$ cat config.mk
export PLATFORM = sky130hd
export DESIGN_NAME = edge_level_intc
export DESIGN_NICKNAME = d
export VERILOG_FILES = /design/src/rtl/eli_pkg.sv /design/src/rtl/eli_pick.sv /design/src/rtl/eli_class_out.sv /design/src/rtl/edge_level_intc.sv
export SDC_FILE = /design/constraint.sdc
export NUM_CORES = 1
export LEC_CHECK = 0
export ABC_CLOCK_PERIOD_IN_PS = 96500
export BUFFER_PORTS_ARGS = -buffer_cell sky130_fd_sc_hd__buf_4
export CAP_MARGIN = 20
export CORE_MARGIN = 3
export CORE_UTILIZATION = 51
export DETAILED_ROUTE_END_ITERATION = 10
export GPL_TIMING_DRIVEN = 0
export PLACE_DENSITY = 0.67
export SLEW_MARGIN = 20
export SYNTH_ARGS = -nofsm -noshare
export SYNTH_HDL_FRONTEND = slang
export SYNTH_HIERARCHICAL = 1
export SYNTH_SLANG_ARGS = --single-unit
export TNS_END_PERCENT = 5
$ cat constraint.sdc
create_clock -name clk -period 96.5 [get_ports clk]
set_clock_uncertainty 0.05 [all_clocks]
set_input_delay 19.3 -clock clk [delete_from_list [all_inputs] [get_ports clk]]
set_output_delay 19.3 -clock clk [all_outputs]
set_load 0.02 [all_outputs]
$ cat src/rtl/eli_pkg.sv
package eli_pkg;
    localparam int LINES  = 32;
    localparam int PRIO_W = 5;
    localparam int ID_W   = $clog2(LINES);
    localparam int DW     = 32;
    localparam int AW     = 8;
    localparam int NCLS   = 2;

    localparam logic [AW-1:0] OFS_PEND   = 8'h00;
    localparam logic [AW-1:0] OFS_MASK   = 8'h04;
    localparam logic [AW-1:0] OFS_CODE_N = 8'h10;
    localparam logic [AW-1:0] OFS_CODE_F = 8'h14;
    localparam logic [AW-1:0] OFS_CTRL   = 8'h18;
    localparam logic [AW-1:0] OFS_CFG0   = 8'h1C;
    localparam logic [AW-1:0] OFS_TRIG   = 8'h9C;

    typedef enum logic { SENSE_EDGE = 1'b0, SENSE_LEVEL = 1'b1 } sense_e;
    typedef enum logic { CLS_NORM = 1'b0, CLS_FAST = 1'b1 } cls_e;

    // packed so that prio lands in [6:2], sense in [1], class in [0]
    typedef struct packed {
        logic [PRIO_W-1:0] prio;
        sense_e            sense;
        cls_e              cls;
    } line_cfg_t;

    localparam int CFG_W = $bits(line_cfg_t);

    function automatic line_cfg_t cfg_unpack(input logic [DW-1:0] w);
        return line_cfg_t'(w[CFG_W-1:0]);
    endfunction

    function automatic logic [DW-1:0] cfg_pack(input line_cfg_t c);
        return {{(DW-CFG_W){1'b0}}, c};
    endfunction

    // isolates the least significant set bit
    function automatic logic [LINES-1:0] lowest_bit(input logic [LINES-1:0] v);
        return v & (~v + 1'b1);
    endfunction
endpackage

$ cat src/rtl/eli_pick.sv
module eli_pick #(
    parameter int N  = 32,
    parameter int PW = 5,
    parameter int IW = $clog2(N)
) (
    input  logic               clk,
    input  logic               rst,
    input  logic [N-1:0]       req,
    input  logic [N-1:0][PW-1:0] prio,
    output logic [IW-1:0]      win,
    output logic               any
);
    logic [PW-1:0] best;
    logic          found;

    // scan upward; "<=" lets a later (higher) line win a tie
    always_comb begin
        best  = '0;
        found = 1'b0;
        win   = '0;
        for (int i = 0; i < N; i++) begin
            if (req[i] && (!found || prio[i] <= best)) begin
                found = 1'b1;
                best  = prio[i];
                win   = IW'(i);
            end
        end
    end

    assign any = |req;

    AST_WIN_PENDING: assert property (@(posedge clk) disable iff (rst) any |-> req[win]);
endmodule

$ cat src/rtl/eli_class_out.sv
module eli_class_out #(
    parameter int IW = 5
) (
    input  logic          clk,
    input  logic          rst,
    input  logic          any,
    input  logic [IW-1:0] win,
    input  logic          rearm,
    output logic          out,
    output logic [IW-1:0] code
);
    logic armed_q;

    always_ff @(posedge clk) begin
        if (rst) begin
            out     <= 1'b0;
            armed_q <= 1'b1;
            code    <= '0;
        end else if (rearm) begin
            out     <= 1'b0;
            armed_q <= 1'b1;
        end else if (armed_q && any) begin
            out     <= 1'b1;
            armed_q <= 1'b0;
            code    <= win;
        end
    end

    AST_RAISE_ARMED: assert property (@(posedge clk) disable iff (rst) $rose(out) |-> ($past(armed_q) && $past(any)));
    AST_OUT_HELD:    assert property (@(posedge clk) disable iff (rst) (out && !rearm) |=> out);
    AST_REARM_DROP:  assert property (@(posedge clk) disable iff (rst) rearm |=> !out);
endmodule

$ cat src/rtl/edge_level_intc.sv
module edge_level_intc
    import eli_pkg::*;
(
    input  logic             clk,
    input  logic             rst,
    input  logic [LINES-1:0] src_i,
    input  logic             bus_valid,
    input  logic             bus_write,
    input  logic [AW-1:0]    bus_addr,
    input  logic [DW-1:0]    bus_wdata,
    output logic [DW-1:0]    bus_rdata,
    output logic             irq_o,
    output logic             fiq_o
);
    localparam int            CFG_BASE_IDX = int'(OFS_CFG0) >> 2;
    localparam logic [AW-1:0] OFS_CFG_LAST = OFS_CFG0 + AW'(4 * (LINES - 1));

    logic wr_en, rd_en;
    logic hit_pend, hit_mask, hit_code_n, hit_code_f, hit_ctrl, hit_trig, hit_cfg;
    logic [ID_W-1:0] cfg_idx;

    line_cfg_t cfg_q [LINES];
    logic [LINES-1:0] pend_q, mask_q, in_q;
    logic [LINES-1:0] lvl_v, fast_v, inj_v, rise_v, rel_v, ack_v, keep_v;
    logic [LINES-1:0][PRIO_W-1:0] prio_v;

    logic [NCLS-1:0][LINES-1:0] req_c;
    logic [NCLS-1:0][ID_W-1:0]  win_c, code_c;
    logic [NCLS-1:0]            any_c, out_c, rearm_c;
    logic [DW-1:0]              rd_word;

    // ---------------- address decode ----------------
    assign wr_en      = bus_valid &&  bus_write;
    assign rd_en      = bus_valid && !bus_write;
    assign hit_pend   = (bus_addr == OFS_PEND);
    assign hit_mask   = (bus_addr == OFS_MASK);
    assign hit_code_n = (bus_addr == OFS_CODE_N);
    assign hit_code_f = (bus_addr == OFS_CODE_F);
    assign hit_ctrl   = (bus_addr == OFS_CTRL);
    assign hit_trig   = (bus_addr == OFS_TRIG);
    assign hit_cfg    = (bus_addr >= OFS_CFG0) && (bus_addr <= OFS_CFG_LAST) && (bus_addr[1:0] == 2'b00);
    assign cfg_idx    = bus_addr[ID_W+1:2] - ID_W'(CFG_BASE_IDX);

    // ---------------- per-line configuration ----------------
    always_ff @(posedge clk) begin
        if (rst) begin
            for (int i = 0; i < LINES; i++) cfg_q[i] <= '0;
        end else if (wr_en && hit_cfg) begin
            cfg_q[cfg_idx] <= cfg_unpack(bus_wdata);
        end
    end

    for (genvar i = 0; i < LINES; i++) begin : g_line
        assign lvl_v[i]  = (cfg_q[i].sense == SENSE_LEVEL);
        assign fast_v[i] = (cfg_q[i].cls == CLS_FAST);
        assign prio_v[i] = cfg_q[i].prio;

        AST_LEVEL_RELEASE: assert property (@(posedge clk) disable iff (rst)
            (lvl_v[i] && in_q[i] && !src_i[i] && !inj_v[i]) |=> !pend_q[i]);
        AST_EDGE_STICKY: assert property (@(posedge clk) disable iff (rst)
            (!lvl_v[i] && pend_q[i] && !ack_v[i] && !(wr_en && hit_pend && !bus_wdata[i])) |=> pend_q[i]);
        AST_LEVEL_GUARD: assert property (@(posedge clk) disable iff (rst)
            (lvl_v[i] && pend_q[i] && in_q[i] && src_i[i] && wr_en && hit_pend) |=> pend_q[i]);
    end

    // ---------------- pending state ----------------
    assign inj_v  = (wr_en && hit_trig) ? lowest_bit(bus_wdata[LINES-1:0]) : '0;
    assign rise_v = (src_i & ~in_q) | inj_v;
    assign rel_v  = in_q & ~src_i & ~inj_v;
    assign keep_v = (wr_en && hit_pend) ? (bus_wdata[LINES-1:0] | (lvl_v & in_q)) : '1;

    always_comb begin
        ack_v = '0;
        if (rd_en && hit_code_n) ack_v[code_c[0]] = 1'b1;
        if (rd_en && hit_code_f) ack_v[code_c[1]] = 1'b1;
        ack_v = ack_v & ~lvl_v;
    end

    always_ff @(posedge clk) begin
        if (rst) begin
            pend_q <= '0;
            in_q   <= '0;
            mask_q <= '1;
        end else begin
            pend_q <= (pend_q & ~(rel_v & lvl_v) & ~ack_v & keep_v) | rise_v;
            in_q   <= src_i | inj_v;
            if (wr_en && hit_mask) mask_q <= bus_wdata[LINES-1:0];
        end
    end

    AST_TRIG_SINGLE: assert property (@(posedge clk) disable iff (rst) $onehot0(inj_v));

    // ---------------- per-class arbitration and output ----------------
    for (genvar c = 0; c < NCLS; c++) begin : g_cls
        assign req_c[c]   = pend_q & ~mask_q & ((c == 1) ? fast_v : ~fast_v);
        assign rearm_c[c] = wr_en && hit_ctrl && bus_wdata[c];

        eli_pick #(.N(LINES), .PW(PRIO_W), .IW(ID_W)) u_pick (
            .clk  (clk),
            .rst  (rst),
            .req  (req_c[c]),
            .prio (prio_v),
            .win  (win_c[c]),
            .any  (any_c[c])
        );

        eli_class_out #(.IW(ID_W)) u_out (
            .clk   (clk),
            .rst   (rst),
            .any   (any_c[c]),
            .win   (win_c[c]),
            .rearm (rearm_c[c]),
            .out   (out_c[c]),
            .code  (code_c[c])
        );
    end

    assign irq_o = out_c[0];
    assign fiq_o = out_c[1];

    // ---------------- read path ----------------
    always_comb begin
        rd_word = '0;
        if (hit_pend)        rd_word = DW'(pend_q);
        else if (hit_mask)   rd_word = DW'(mask_q);
        else if (hit_code_n) rd_word = DW'(code_c[0]);
        else if (hit_code_f) rd_word = DW'(code_c[1]);
        else if (hit_cfg)    rd_word = cfg_pack(cfg_q[cfg_idx]);
        bus_rdata = rd_en ? rd_word : '0;
    end
endmodule

==> flow_summary.json <==
{
  "hp-class": "reg -> reg",
  "synth_edf_count": 224,
  "peakVddDrop_v": 0.0000133,
  "setup-tns-final_ns": 0,
  "ys_ff_latch": 334,
  "n_fill_cell": 6068,
  "worstPathMaxFanout": 10,
  "cts_tree": "built",
  "worst-path-buf-inv": 29,
  "ys_warn_count": 6,
  "netlist.top_cell.by_area": "edfxtp_1",
  "p_leak_uw": 0.0148,
  "worstMarginPinSlew_ns": 1.29,
  "placed_area_um2": 36200,
  "grt.busiest_layer": "met2",
  "cts-root-buf": "clkbuf_16",
  "synth_top_cell_area_share_pct": 19.6,
  "fmax_ghz": 0.0171,
  "synth-async-reset-ratio_pct": 0,
  "dp_cells": 5019,
  "cp_top_family": "compound AO/OA/AOI/OAI gates",
  "start_kind": "register",
  "status": "complete, no violations",
  "start_util_pct": 51.8,
  "report.final.hold_viol_count": 0,
  "coreArea_um2": 66200,
  "synthFlopType": "edfxtp_1",
  "gr-usage-met1_pct": 51.3,
  "rrSetupSlack_ns": 37.92,
  "vias_per_cell": 6.70,
  "die_area_um2": 70400,
  "grt_pass1_wl_mm": 195,
  "num_io_pins": 110,
  "required_ns": 96.88,
  "synth_common_cells": "nand2_1, inv_1, nor2_1, ha_1, a21oi_1",
  "synth_nets": 4393,
  "slowest_stage": "o31ai_1",
  "whs_ns": 0.426,
  "cts_resized": 0,
  "grt_util_met3_pct": 8.59,
  "synth_area_leaders": "edfxtp_1, ha_1, dfxtp_1",
  "wl_mm": 133,
  "wl_per_cell_um": 26.1,
  "timing.slew.headroom_pct": 14.2,
  "cts_hold_buf": 0,
  "fin_nets": 4535,
  "gr-total-overflow": 0,
  "fp.dieW_um": 265,
  "cts_setup_buffers": 0,
  "fp.dieH_um": 265,
  "num_rows": 94,
  "fin_crit_ns": 58.58,
  "clkSinkCount": 334,
  "worstHoldPathCells": 1,
  "drt_iter0_drc": 4531,
  "syn_to_final_growth_pct": 8.91,
  "p_seq_share_pct": 46.6,
  "grt_pass1_vias": 30600,
  "grt_setup_unrepaired": "false",
  "slowest_delay_ns": 0.75,
  "antenna_found_initial": 3,
  "first_pass_iters": 6,
  "clock_path_buffers": 3,
  "grtUsageMet2_pct": 53.4,
  "netSwitchingPower_uw": 109,
  "swShare_pct": 29.6,
  "drc_errors": 0,
  "place_hpwl_mm": 105,
  "ant_nets": 0,
  "cp.depth": 269,
  "drive_gt1_share_pct": 12.3,
  "criticalPathCategory": "reg -> reg",
  "power_frac_clock_pct": 37.7,
  "power.density_nw_per_um2": 9.84,
  "htreeDepth": 2,
  "syn_area_um2": 34300,
  "clkLatencyLatePin_ns": 0.55,
  "synth_most_common_cell": "nand2_1",
  "portBuffers": 103,
  "grt_start_max_net_pins": 18,
  "gp_congestion": 1.06,
  "crit_path_end_kind": "register",
  "clk_pin_slew_worst_paths_ns": 0.06,
  "stdcell_count": 5088,
  "maxCapViolCount": 0,
  "cp_common_cell": "a21oi_1",
  "synth-seq-area-share_pct": 26.0,
  "arrival_ns": 58.96,
  "slew_violations": 0,
  "p_int_uw": 259,
  "syn-mean-instance-area_um2": 8.46,
  "cts_buffers": 36,
  "reg2reg_depth": 269,
  "setup_viol": 0,
  "vias": 34100,
  "power_frac_comb_pct": 15.7,
  "fin_area_um2": 37300,
  "grt.total_usage_pct": 36.5,
  "synth_cell_types": 124,
  "synthCells": 4051,
  "fin_crit_sh_pct": 60.7
}
==> kinds of logic after synthesis <==
family,share of synthesized area (%)
AND/OR/NAND/NOR,25.1
buffers and inverters,5.21
adder cells (fa/ha/maj),10.0
XOR/XNOR,0.562
flip-flops,26.0
AO/OA/AOI/OAI,25.9
multiplexers,7.17
==> metal layers <==
layer / wire length [um] / part of all wire (%) / vias up
met5: 32 / 0.024 / -
met4: 6560 / 4.9 / 6
met3: 15200 / 11 / 307
met2: 54800 / 41 / 1960
met1: 56100 / 42 / 16300
li1: - / - / 15600
==> power groups by stage <==
| stage | combinational [uW] | clock (uW) | sequential (uW) |
|---|---|---|---|
| global placement | 54.6 | 0 | 174 |
| CTS | 55.6 | 137 | 171 |
| floorplan | 34.5 | 0 | 168 |
| finish | 57.7 | 138 | 171 |
| global route | 61.4 | 143 | 172 |
| detailed placement | 55.3 | 0 | 174 |
==> metrics by stage <==
step                      setup slack [ns]  util (%)  power (uW)
after floorplan                      47.95         -         203
after detailed placement             39.38      54.6         229
after global placement               39.90      54.6         228
final                                37.92      56.4         367
after CTS                            39.14      56.4         363
after global routing                 32.85      56.4         376
==> worst paths after layout <==
kind	startpoint	end
setup reg to reg	pend_q[0]$_SDFF_PP0_	g_cls[0].u_out/code[3]$_SDFFE_PP0P_
setup / recovery	pend_q[0]$_SDFF_PP0_	g_cls[0].u_out/code[3]$_SDFFE_PP0P_
hold / removal	in_q[13]$_SDFF_PP0_	pend_q[13]$_SDFF_PP0_
hold reg to reg	in_q[13]$_SDFF_PP0_	pend_q[13]$_SDFF_PP0_
==> registers in the layout (all words and copies together), names as in the netlist <==
signal	cells
pend_q	32
cfg_q	224
mask_q	32
g_cls.u_out/armed_q	2
in_q	32
g_cls.u_out/out	2
g_cls.u_out/code	10
==> final cells by class <==
| class | instances | area [um^2] | share of cell area (%) |
|---|---|---|---|
| well taps | 864 | 1080 | 2.89 |
| clock buffers | 52 | 1070 | 2.88 |
| flip-flops and latches | 334 | 8930 | 23.9 |
| inverters | 286 | 1070 | 2.87 |
| clock inverters | 14 | 81.3 | 0.218 |
| repair buffers | 104 | 785 | 2.10 |
| plain buffers | 155 | 721 | 1.93 |
| diodes | 3 | 7.51 | 0.0201 |
| multi-input cells | 3276 | 23600 | 63.2 |
==> layout by cell type (no fill, tap or decap), types with 54 or more instances in the layout <==
cell type	count
a21o_1	81
a21oi_1	258
a22oi_1	54
a31oi_1	64
and2_1	229
and3_1	73
buf_4	106
clkbuf_1	99
dfxtp_1	110
edfxtp_1	224
ha_1	266
inv_1	283
mux2_2	62
mux4_2	56
nand2_1	337
nand2b_1	71
nand3_1	94
nor2_1	283
nor2b_1	69
nor3_1	114
o21a_1	55
o21ai_0	164
or2_2	61
(Power assumes the default switching activity.)
